<file path="src/rtl/lpcs_pkg.sv">
package lpcs_pkg;
  // control-to-datapath strobes
  typedef struct packed {
    logic load;
    logic dec;
  } ctlStb_t;

  // per-cycle settings captured at start
  typedef struct packed {
    logic shortOn;
    logic rd;
    logic sup;
  } cycCfg_t;
endpackage

</file>
<file path="src/rtl/lpcs_dp.sv">
module lpcs_dp
  import lpcs_pkg::*;
#(
  parameter int DIV_W = 4,
  parameter int WS_W  = 3,
  localparam int CNT_W = DIV_W + WS_W + 1
) (
  input  logic             clk,
  input  logic             rstN,
  input  ctlStb_t          stb,
  input  logic [DIV_W-1:0] divRatio,
  input  logic             shortEn,
  input  logic             isRead,
  input  logic             suppress,
  input  logic [WS_W-1:0]  waitCnt,
  output logic [CNT_W-1:0] cntQ,
  output logic [CNT_W-1:0] cntNext,
  output cycCfg_t          cfgQ,
  output cycCfg_t          cfgNext
);
  logic [DIV_W-1:0] effDiv;
  logic [CNT_W-1:0] cycLen;
  logic             ratioOk;

  always_comb begin
    effDiv  = (divRatio == '0) ? DIV_W'(1) : divRatio;
    cycLen  = (CNT_W'(waitCnt) + CNT_W'(2)) * CNT_W'(effDiv);
    ratioOk = (divRatio == DIV_W'(4)) || (divRatio == DIV_W'(6)) ||
              (divRatio == DIV_W'(8));
  end

  always_comb begin
    if (stb.load) begin
      cntNext = cycLen;
      cfgNext = '{shortOn: shortEn && ratioOk, rd: isRead, sup: suppress};
    end else begin
      cntNext = stb.dec ? cntQ - CNT_W'(1) : cntQ;
      cfgNext = cfgQ;
    end
  end

  always_ff @(posedge clk or negedge rstN) begin
    if (!rstN) begin
      cntQ <= '0;
      cfgQ <= '0;
    end else begin
      cntQ <= cntNext;
      cfgQ <= cfgNext;
    end
  end

  // a running count steps down by exactly one each clock
  p_count_down_r2: assert property (@(posedge clk) disable iff (!rstN)
    (cntQ != '0) |=> (cntQ == $past(cntQ) - CNT_W'(1)));

  // captured settings hold for the whole cycle
  p_cfg_hold_r9: assert property (@(posedge clk) disable iff (!rstN)
    (cntQ != '0) |=> $stable(cfgQ));
endmodule

</file>
<file path="src/rtl/lpcs_ctrl.sv">
module lpcs_ctrl
  import lpcs_pkg::*;
#(
  parameter int CNT_W = 8
) (
  input  logic             clk,
  input  logic             rstN,
  input  logic             cycStart,
  input  logic [CNT_W-1:0] cntQ,
  input  logic [CNT_W-1:0] cntNext,
  input  cycCfg_t          cfgQ,
  input  cycCfg_t          cfgNext,
  output ctlStb_t          stb,
  output logic             csN,
  output logic             capStb,
  output logic             done
);
  logic idle;
  logic csOnNext;

  always_comb begin
    idle     = (cntQ == '0);
    stb.load = cycStart && idle;
    stb.dec  = !idle;
    csOnNext = (cntNext != '0) && !cfgNext.sup &&
               (!cfgNext.shortOn || (cntNext <= CNT_W'(2)));
  end

  always_ff @(posedge clk or negedge rstN) begin
    if (!rstN) begin
      csN    <= 1'b1;
      capStb <= 1'b0;
      done   <= 1'b0;
    end else begin
      csN    <= !csOnNext;
      capStb <= (cntNext == CNT_W'(1)) && cfgNext.rd;
      done   <= (cntQ == CNT_W'(1));
    end
  end

  // chip select stays off whenever no cycle runs
  p_idle_cs_off_r1: assert property (@(posedge clk) disable iff (!rstN)
    (cntQ == '0) |-> csN);

  // suppressed cycle never selects memory
  p_suppress_r5: assert property (@(posedge clk) disable iff (!rstN)
    cfgQ.sup |-> csN);

  // short mode holds select off until the final two clocks
  p_short_tail_r3: assert property (@(posedge clk) disable iff (!rstN)
    (cfgQ.shortOn && (cntQ > CNT_W'(2))) |-> csN);

  // done follows the last cycle clock
  p_done_follow_r7: assert property (@(posedge clk) disable iff (!rstN)
    (cntQ == CNT_W'(1)) |=> done);

  // capture only on the last clock of a read
  p_cap_read_r6: assert property (@(posedge clk) disable iff (!rstN)
    capStb |-> (cfgQ.rd && (cntQ == CNT_W'(1))));

  // no load while busy
  p_no_restart_r8: assert property (@(posedge clk) disable iff (!rstN)
    (cntQ != '0) |-> !stb.load);
endmodule

</file>
<file path="src/rtl/lpcs_strobe_gen.sv">
module lpcs_strobe_gen
  import lpcs_pkg::*;
#(
  parameter int DIV_W = 4,
  parameter int WS_W  = 3
) (
  input  logic             clk,
  input  logic             rstN,
  input  logic [DIV_W-1:0] divRatio,
  input  logic             shortEn,
  input  logic             cycStart,
  input  logic             isRead,
  input  logic [WS_W-1:0]  waitCnt,
  input  logic             suppress,
  output logic             csN,
  output logic             capStb,
  output logic             done
);
  localparam int CNT_W = DIV_W + WS_W + 1;

  ctlStb_t          stb;
  cycCfg_t          cfgQ, cfgNext;
  logic [CNT_W-1:0] cntQ, cntNext;

  lpcs_dp #(.DIV_W(DIV_W), .WS_W(WS_W)) u_dp (
    .clk(clk), .rstN(rstN), .stb(stb), .divRatio(divRatio),
    .shortEn(shortEn), .isRead(isRead), .suppress(suppress),
    .waitCnt(waitCnt), .cntQ(cntQ), .cntNext(cntNext),
    .cfgQ(cfgQ), .cfgNext(cfgNext)
  );

  lpcs_ctrl #(.CNT_W(CNT_W)) u_ctrl (
    .clk(clk), .rstN(rstN), .cycStart(cycStart), .cntQ(cntQ),
    .cntNext(cntNext), .cfgQ(cfgQ), .cfgNext(cfgNext), .stb(stb),
    .csN(csN), .capStb(capStb), .done(done)
  );
endmodule

</file>
<file path="config.mk">
export PLATFORM = sky130hd
export DESIGN_NAME = lpcs_strobe_gen
export DESIGN_NICKNAME = d
export VERILOG_FILES = /design/src/rtl/lpcs_pkg.sv /design/src/rtl/lpcs_dp.sv /design/src/rtl/lpcs_ctrl.sv /design/src/rtl/lpcs_strobe_gen.sv
export SDC_FILE = /design/constraint.sdc
export NUM_CORES = 1
export LEC_CHECK = 0
export BUFFER_PORTS_ARGS = -buffer_cell sky130_fd_sc_hd__buf_2
export CORE_MARGIN = 1.5
export CORE_UTILIZATION = 55
export DETAILED_ROUTE_END_ITERATION = 12
export GPL_TIMING_DRIVEN = 0
export PLACE_DENSITY = 0.76
export SKIP_CTS_REPAIR_TIMING = 1
export SLEW_MARGIN = 30
export SYNTH_ARGS = -nofsm -noshare
export SYNTH_HDL_FRONTEND = slang
export SYNTH_SLANG_ARGS = --single-unit
</file>
<file path="constraint.sdc">
create_clock -name clk -period 3.5 [get_ports clk]
set_input_delay 0.7 -clock clk [delete_from_list [all_inputs] [get_ports clk]]
set_output_delay 0.7 -clock clk [all_outputs]
set_load 0.1 [all_outputs]
</file>
==> reports/qor.yml, run 1 <==
violations: "negative setup slack"
grt_max_degree: 15
ir_drop_mv: 0.447
maxCapViolations: 0
vias_per_cell: 5.97
syn_avg_cell_area_um2: 9.22
hold-worst-slack_ns: 0.285
grt_pass1_wl_mm: 5.20
top_layer: "met4"
synth.largest_area_cell: "dfrtp_1"
wl_per_cell_um: 15.0
worstMarginPinSlew_ns: 0.661
cts_tree: "built"
final_max_slew_viol_count: 0
utilization_pct: 70.0
portBuffers: 15
insertion_delay_ns: 0.29
worstPathRequired_ns: 3.72
post-route-period-util_pct: 109
finalPower_uw: 930
drive_above_1_share_pct: 26.8
crit_fanout: 5
synth_nets: 179
synth.top_cell.area_share_pct: 24.2
fin_crit_ns: 3.82
overflow: 0
finalSetupViolCount: 2
setup.worst_path.class: "primary input to flop"
cts_buffer_depth: 2
wl_met1_mm: 1.37
rows: 17
post-dp-hpwl_mm: 2.26
status: "finished, violations left"
synthesis.area_um2: 1350
clkSlewWorstSetupHoldPaths_ns: 0.09
placed_area_um2: 1480
place.gp.congestion: 0.874
crit_arrival_ns: 4.03
cts.sinks: 14
wl_mm: 2.94
via_count: 1170
drt_drc_violations_left: 0
cp-end-kind: "flop"
syn_to_final_growth_pct: 17.2
synth_area_leaders: "dfrtp_1 24%, ha_1 15%, fa_1 5.9%"
drt_first_pass_iters: 4
ios: 16
rsz0062_at_grt: "yes"
async_reset_ff_share_pct: 100
cts_root_buf: "clkbuf_4"
critPathLaunchType: "primary input"
antenna_found_initial: 0
fin_skew_ns: 0.00121
htree_num_levels: 1
synthCells: 146
slew_headroom_pct: 55.4
power_density_nw_per_um2: 589
hold_violations: 0
synth_enable_flop_cells: 0
grt_usage_pct: 25.8
fp.dieArea_um2: 2750
hp-class: "primary input to asynchronous set/reset pin"
worst_slack_ns: -0.315
drt_iter0_drc: 25
synth.distinct_cells: 45
start_util_pct: 59.7
die_w_um: 52.5
wl_met3_um: 117
cts_buffers: 3
max_freq_ghz: 0.262
antenna_cells: 0
synth-main-ff-cell: "dfrtp_1"
antenna_left: 0
power_leakage_nw: 0.708
ys_seq_area_share_pct: 26.1
fin_nets: 202
grt_pass1_vias: 1150
core_area_um2: 2250
yosysWarnings: 0
fp.dieH_um: 52.5
fin_area_um2: 1580
ys_ff_latch: 14
wl_met2_mm: 1.39
-- power breakdown --
part	leakage (nW)	total [mW]	internal (mW)	switching, mW
clock network	0.0210	0.123	0.0635	0.0595
logic	0.512	0.495	0.217	0.278
registers	0.175	0.312	0.218	0.0934
-- cells by family (layout without fill, tap and decap cells) --
family / after synthesis / after routing / share of synthesized area (%)
muxes: 3 / 3 / 2.23
buffers and inverters: 8 / 30 / 2.23
AOI/OAI and AO/OA: 29 / 29 / 17.2
DFF: 14 / 14 / 26.1
xor gates and xnor gates: 2 / 2 / 1.30
and+or+nand+nor: 70 / 70 / 30.1
adders and majority gates: 20 / 20 / 20.8
-- per-stage QoR --
step	cells	setup TNS (ns)	worst slack, ns
after floorplan	146	-0.584	-0.342
after global placement	189	-1.30	-0.702
after detailed placement	189	-1.39	-0.740
after CTS	193	-0.807	-0.446
after global routing	196	-0.790	-0.400
final	196	-0.611	-0.315
-- layout by cell type, fill, tap and decap left out, drive strengths merged, types with 2 or more instances in the layout --
| cell | instances |
|---|---|
| fa | 4 |
| nor2b | 5 |
| xor2 | 2 |
| nand2b | 2 |
| dfrtp | 13 |
| or4b | 3 |
| o211ai | 3 |
| clkbuf | 5 |
| and3 | 2 |
| inv | 7 |
| nor3 | 4 |
| o41ai | 3 |
| and2 | 9 |
| a21oi | 4 |
| ha | 16 |
| o21ai | 5 |
| nand3 | 5 |
| mux2i | 3 |
| a211oi | 4 |
| buf | 18 |
| nand2 | 16 |
| or3 | 2 |
| nor2 | 14 |
-- final cells by class --
type                       instances  area [um^2]
sequential                        14          352
fill                             180          677
tap                               28         35.0
buffer                             1         3.75
timing repair buffer              18          118
inverter                           7         26.3
clock buffer                       4         36.3
multi-input combinational        124         1010
-- registers in the layout (all words and copies together) (netlist names) --
signal,count
u_ctrl.done,1
u_dp.cfgQ,3
u_ctrl.capStb,1
u_dp.cntQ,8
u_ctrl.csN,1
-- synth_stat cells, types with 3 or more instances --
library cell  count
ha_1             16
nand2_1          16
nor2_1           14
dfrtp_1          13
and2_1            9
inv_1             7
nand3_1           5
nor2b_1           5
o21ai_0           5
a211oi_1          4
a21oi_1           4
fa_1              4
mux2i_1           3
nor3_1            3
o211ai_1          3
o41ai_1           3
-- worst paths after layout --
| kind | slack, ns | to | startpoint | cells past startpoint |
|---|---|---|---|---|
| setup / recovery | -0.32 | u_ctrl.csN | waitCnt[1] | 12 |
| hold / removal | 0.29 | u_dp.cntQ[5] | rstN | 1 |
| setup reg to reg | 0.68 | u_ctrl.csN | u_dp.cntQ[1] | 8 |
| hold reg to reg | 0.49 | u_dp.cfgQ[1] | u_dp.cfgQ[1] | 2 |
| max in group asynchronous | 2.92 | u_ctrl.csN | rstN | 1 |
| min in group clk | 0.49 | u_dp.cfgQ[1] | u_dp.cfgQ[1] | 2 |
-- worst max-delay path: stages --
cell and delay [ns]:
buf_8 0.11, ha_4 0.27, nand2_2 0.05, fa_1 0.49, inv_2 0.04, fa_2 0.57, fa_2 0.47, a2111oi_4 0.33
nor3_2 0.10, and4bb_1 0.24, or4b_4 0.47, o211ai_1 0.20
-- layer usage --
layer  vias up  global-route usage [%]
li1        583                       -
met1       544                    34.0
met2        38                    42.5
met3         5                    2.57
met4         0                    11.5
met5         -                       0
No activity file was read; power rests on OpenSTA's default activity.
==> inputs of run 2 (changes only) <==
--- a/config.mk
+++ b/config.mk
@@ -5,6 +5,7 @@
 export SDC_FILE = /design/constraint.sdc
 export NUM_CORES = 1
 export LEC_CHECK = 0
+export ABC_AREA = 1
 export BUFFER_PORTS_ARGS = -buffer_cell sky130_fd_sc_hd__buf_2
 export CORE_MARGIN = 1.5
 export CORE_UTILIZATION = 55
==> run 2 against run 1 <==
Effect of this change:
- the run now ends clean
- utilization fell by 5.6 points
- synthesized cell count rose by 38%
- clock skew rose by 0.0065 ns
- first-iteration DRC count fell by 12%
- combinational power fell by 81%
==> reports/qor.yml, run 2 <==
die_w_um: 53.7
cpMostUsedCell: "nand2_1"
comb_power_share_pct: 25.7
cp-end-kind: "flop"
cts_root_buf: "clkbuf_4"
synth.top_cell.area_share_pct: 23.0
synth.distinct_cells: 25
grt_pass1_wl_mm: 4.87
power_density_nw_per_um2: 237
worstPathRequired_ns: 3.72
core_area_um2: 2450
power.internal_uw: 264
antenna_cells: 0
overflow: 0
pwr-share-seq_pct: 43.2
portBuffers: 14
ys_seq_area_share_pct: 24.8
post-route-period-util_pct: 94.1
final_cell_mix: "57 x nand2_1, 38 x inv_1, 18 x nor2_1, 18 x nand3_1, 15 x ha_1"
drt_first_pass_iters: 4
place.gp.congestion: 0.910
synth_nets: 234
syn_avg_cell_area_um2: 7.05
synth_enable_flop_cells: 0
path_cells: "buf_2 -> ha_4 -> nand2_1 -> fa_1 -> inv_1 -> fa_1 -> fa_2 -> nand3_1 -> nand3_1 -> xor2_1 -> nand2_1 -> nand2_2 -> nor2_4 -> nand3_1 -> nand2_1 -> inv_1 -> nand2_1"
clkSlewWorstSetupHoldPaths_ns: 0.09
grt_max_degree: 15
grt_pass1_vias: 1192
cts_tree: "built"
fin_skew_ns: 0.00766
max_freq_ghz: 0.304
synthCells: 201
fp.dieArea_um2: 2890
instances_no_fill: 249
worstMarginPinSlew_ns: 0.491
yosysWarnings: 0
post-dp-hpwl_mm: 2.23
final.setup.tns_ns: 0
insertion_delay_ns: 0.28
crit_fanout: 5
drt_iter0_drc: 22
yosys-top-cells-count: "57 x nand2_1, 38 x inv_1, 18 x nand3_1, 18 x nor2_1, 16 x ha_1"
largestRegisters: "u_dp.cntQ: 8 flops, u_dp.cfgQ: 3 flops"
ios: 16
cts_buffers: 3
vias_per_cell: 4.99
finalSetupViolCount: 0
rsz0062_at_grt: "no"
largest_reg_flops: 8
synthesis.area_um2: 1420
yosysMostFrequentCell: "nand2_1"
finalPower_uw: 374
async_reset_ff_share_pct: 100
fp.dieH_um: 53.7
final_max_slew_viol_count: 0
via_count: 1242
start_util_pct: 57.7
syn_to_final_growth_pct: 11.6
hold_violations: 0
fin_area_um2: 1580
ir_drop_mv: 0.305
wl_mm: 2.70
rows: 18
largest_register: "u_dp.cntQ"
path_delay_family: "adder cells"
timing.critical_path.buf_inv: 3
critPathLaunchType: "primary input"
maxCapViolations: 0
drive_above_1_share_pct: 20.5
swShare_pct: 29.5
power_leakage_nw: 1.06
htree_num_levels: 1
hold-worst-slack_ns: 0.298
placed_area_um2: 1520
power.switching_uw: 110
setup.worst_path.class: "primary input to flop"
dp_cells: 245
antenna_left: 0
status: "finished, final reports clean"
wl_per_cell_um: 10.9
hp-class: "primary input to asynchronous set/reset pin"
slew_headroom_pct: 67.5
synth_area_leaders: "dfrtp_1 23%, nand2_1 15%, ha_1 14%"
antenna_found_initial: 0
drt_drc_violations_left: 0
grt_usage_pct: 22.7
mostFrequentLayoutCell: "nand2_1"
cts_buffer_depth: 2
crit_slowest_cell: "fa_1"
pwr-share-clk_pct: 31.1
fin_nets: 253
synth-main-ff-cell: "dfrtp_1"
synth.largest_area_cell: "dfrtp_1"
max_stage_delay_ns: 0.51
fill_cells: 221
crit_arrival_ns: 3.52
fin_crit_ns: 3.29
cts.sinks: 14
ys_ff_latch: 14
run 2: cell count changes after synthesis, moves of 4 or more:
cell | previous run | this run
a211oi_1 | 4 | 0
and2_1 | 9 | 0
inv_1 | 7 | 38
nand2_1 | 16 | 57
nand2_2 | 0 | 7
nand3_1 | 5 | 18
nor2_1 | 14 | 18
nor2b_1 | 5 | 0
run 2: layout make-up:
| cell class | count | area (um^2) | share of cell area (%) |
|---|---|---|---|
| multi-input combinational | 144 | 917 | 58.0 |
| sequential | 14 | 352 | 22.2 |
| inverter | 42 | 163 | 10.3 |
| timing repair buffer | 14 | 70.1 | 4.43 |
| tap | 30 | 37.5 | 2.38 |
| clock buffer | 4 | 36.3 | 2.30 |
| buffer | 1 | 5.00 | 0.317 |
run 2: power groups by stage:
stage / Clock [mW] / Combinational (mW) / Sequential, mW
after CTS: 0.119 / 0.0938 / 0.162
after detailed placement: 0 / 0.0931 / 0.165
after floorplan: 0 / 0.0656 / 0.165
after global routing: 0.127 / 0.113 / 0.162
after global placement: 0 / 0.0884 / 0.165
final: 0.117 / 0.0962 / 0.162
run 2: cells by family after synthesis:
family / Yosys count / synth area share (%)
AO/OA/AOI/OAI: 7 / 3.27
XOR/XNOR: 3 / 1.86
adder cells (fa/ha/maj): 20 / 19.8
buffers and inverters: 43 / 11.8
flip-flops: 14 / 24.8
AND/OR/NAND/NOR: 114 / 38.4
run 2: worst paths after layout:
check / start / to / slack [ns] / cells past startpoint
hold reg to reg: u_dp.cfgQ[2] / u_dp.cfgQ[2] / 0.49 / 2
setup / recovery: waitCnt[1] / u_ctrl.csN / 0.21 / 17
hold / removal: rstN / u_dp.cntQ[5] / 0.30 / 1
max in group asynchronous: rstN / u_ctrl.csN / 2.90 / 1
min in group clk: u_dp.cfgQ[2] / u_dp.cfgQ[2] / 0.49 / 2
setup reg to reg: u_dp.cntQ[0] / u_ctrl.csN / 1.71 / 13
run 2: routing by layer:
| metal | vias up | track usage [%] | wire length [um] |
|---|---|---|---|
| met3 | 6 | 4.17 | 157 |
| li1 | 648 | - | - |
| met2 | 32 | 42.1 | 1350 |
| met1 | 556 | 27.8 | 1170 |
| met5 | - | 0 | 0 |
| met4 | 0 | 2.99 | 27 |
run 2: metrics by stage:
stage | util, % | setup WS, ns
3_3_place_gp | 62.1 | -0.222
4_1_cts | 63.6 | 0.0218
6_report | 64.4 | 0.207
3_5_place_dp | 62.1 | -0.288
5_1_grt | 64.4 | 0.0128
2_1_floorplan | - | 0.135
==> inputs of run 3 (changes only) <==
--- a/config.mk
+++ b/config.mk
@@ -16,4 +16,5 @@
 export SLEW_MARGIN = 30
 export SYNTH_ARGS = -nofsm -noshare
 export SYNTH_HDL_FRONTEND = slang
+export SYNTH_HIERARCHICAL = 1
 export SYNTH_SLANG_ARGS = --single-unit
==> run 3 against run 2 <==
Effect of this change:
- clock skew decreased by 0.0028 ns
- count of clock-buffer cells in the layout did not move
- power increased by 130%
- critical path depth grew 1
- global-route usage grew 0.86 points
- via count shrank 3.8%
- highest routed layer unchanged
- wire length fell by 1.7%
- sequential share of layout area increased by 2.1 points
- critical endpoint is now u_ctrl/csN
- critical path type unchanged
- largest power group is now combinational logic
- flip-flop and latch count did not move
- cell count shrank 6.0%
- utilization up 1.6 points
==> reports/qor.yml, run 3 <==
drt_iter0_drc: 23
fin_skew_ns: 0.00486
core_area_um2: 2190
crit_slowest_cell: "fa_1"
r2r_end: "u_ctrl/csN"
ys_seq_area_share_pct: 27.7
cts_buffers: 3
synthesis.area_um2: 1270
yosysWarnings: 6
final_max_slew_viol_count: 0
drt_drc_violations_left: 0
path_delay_family: "adder cells"
path_cells: "buf_2 -> ha_4 -> nand2_1 -> fa_1 -> inv_1 -> fa_1 -> fa_2 -> nand2_1 -> nand2_1 -> a21oi_2 -> nand2_1 -> nand2_1 -> nand2_2 -> nor2_2 -> nand2_2 -> nor2_2 -> nor2_1 -> nand2_1"
htree_num_levels: 1
critPathLaunchType: "primary input"
post-route-period-util_pct: 94.8
syn_to_final_growth_pct: 13.8
fill_cells: 210
fp.dieArea_um2: 2610
max_stage_delay_ns: 0.51
worstPathRequired_ns: 3.73
synth_nets: 218
antenna_cells: 0
rows: 17
finalPower_uw: 862
final.setup.tns_ns: 0
power_leakage_nw: 0.854
largestRegisters: "u_dp/cntQ: 8 flops, u_dp/cfgQ: 3 flops"
antenna_left: 0
synth.distinct_cells: 21
wl_mm: 2.66
vias_per_cell: 5.11
finalSetupViolCount: 0
crit_arrival_ns: 3.54
rsz0062_at_grt: "no"
synth.top_cell.area_share_pct: 25.6
worstMarginPinSlew_ns: 0.484
syn_avg_cell_area_um2: 6.80
ir_drop_mv: 0.623
cp-end-kind: "flop"
largest_register: "u_dp/cntQ"
slew_headroom_pct: 68.0
drive_above_1_share_pct: 18.0
place.gp.congestion: 0.832
cts.sinks: 14
cts_root_buf: "clkbuf_4"
cpMostUsedCell: "nand2_1"
grt_max_degree: 15
reg2reg_slack_ns: 1.39
antenna_found_initial: 0
crit_fanout: 5
r2r_start: "u_dp/cntQ[7]"
ys_ff_latch: 14
post-dp-hpwl_mm: 2.15
clkSlewWorstSetupHoldPaths_ns: 0.09
hold_violations: 0
synth_area_leaders: "dfrtp_1 26%, nand2_1 14%, ha_1 14%"
via_count: 1195
portBuffers: 15
start_util_pct: 58.0
fp.dieH_um: 51.1
drt_first_pass_iters: 4
setup.worst_path.class: "primary input to flop"
cts_buffer_depth: 2
ios: 16
max_freq_ghz: 0.301
cts_tree: "built"
worst_slack_ns: 0.182
synth-main-ff-cell: "dfrtp_1"
instances_no_fill: 234
die_w_um: 51.1
yosys-top-cells-count: "49 x nand2_1, 35 x inv_1, 24 x nor2_1, 14 x ha_1, 13 x dfrtp_1"
final_cell_mix: "47 x nand2_1, 35 x inv_1, 22 x nor2_1, 17 x buf_2"
insertion_delay_ns: 0.28
grt_pass1_vias: 1157
power_density_nw_per_um2: 596
yosysMostFrequentCell: "nand2_1"
fin_nets: 238
synth.largest_area_cell: "dfrtp_1"
wl_per_cell_um: 11.4
async_reset_ff_share_pct: 100
hold-worst-slack_ns: 0.294
timing.critical_path.buf_inv: 2
grt_usage_pct: 23.6
synth_enable_flop_cells: 0
maxCapViolations: 0
largest_reg_flops: 8
mostFrequentLayoutCell: "nand2_1"
cp.depth: 18
synthCells: 187
status: "finished, final reports clean"
fin_crit_ns: 3.32
reg2reg_depth: 13
dp_cells: 230
grt_pass1_wl_mm: 4.63
preCtsSetupSlack_ns: -0.340
hp-class: "primary input to asynchronous set/reset pin"
overflow: 0
-- run 3: cell types whose count changed after synthesis, moves of 3 or more --
| cell | before | now |
|---|---|---|
| nand2_2 | 7 | 0 |
| nor2_1 | 18 | 24 |
| nand2_1 | 57 | 49 |
| nor2_2 | 2 | 5 |
| o21ai_0 | 2 | 7 |
| inv_1 | 38 | 35 |
| nand3_1 | 18 | 11 |
| nand4_1 | 2 | 5 |
| xor2_1 | 3 | 0 |
| nand2_4 | 3 | 0 |
-- run 3: worst max-delay path by stage --
| stage | startpoint | endpoint | slack (ns) |
|---|---|---|---|
| 3_3_place_gp | waitCnt[1] | u_ctrl/csN | -0.28 |
| 5_1_grt | waitCnt[1] | u_ctrl/csN | 0.02 |
| 3_5_place_dp | waitCnt[1] | u_ctrl/csN | -0.34 |
| 4_1_cts | waitCnt[1] | u_ctrl/csN | -0.04 |
| 2_1_floorplan | waitCnt[1] | u_ctrl/csN | 0.08 |
| 6_report | waitCnt[1] | u_ctrl/csN | 0.18 |
-- run 3: layout make-up --
cell class	instances	area, um^2	share of cell area, %
Multi-Input combinational cell	135	803	55.5
Sequential cell	14	352	24.3
Inverter	36	135	9.34
Timing Repair Buffer	15	75.1	5.19
Clock buffer	4	36.3	2.51
Tap cell	28	35.0	2.42
Buffer	2	10.0	0.692
-- run 3: layer usage --
metal | routed length [um] | vias to the layer above | global-route usage [%] | share of wire, %
li1 | - | 624 | - | -
met2 | 1310 | 14 | 42.4 | 49
met5 | 0 | - | 0 | 0
met1 | 1280 | 555 | 28.7 | 48
met4 | 12 | 0 | 4.95 | 0.45
met3 | 57 | 2 | 5.26 | 2.1
-- run 3: cells by family after synthesis --
logic type                 synth area share [%]
DFF                                        27.7
buffers and inverters                      11.4
and+or+nand+nor                            33.4
AOI/OAI and AO/OA                          7.48
adders and majority gates                  20.1
-- run 3: report_power, final --
group	switching, mW	leakage [nW]	internal [mW]	total (mW)
combinational	0.307	0.660	0.148	0.454
sequential	0.0567	0.172	0.233	0.290
clock	0.0552	0.0210	0.0633	0.118
-- run 3: metrics by stage --
stage               utilization, %  area [um^2]
detailed placement            63.0         1380
global route                  66.0         1450
CTS                           64.7         1420
finish                        66.0         1450
global placement              63.0         1380
floorplan                        -         1270
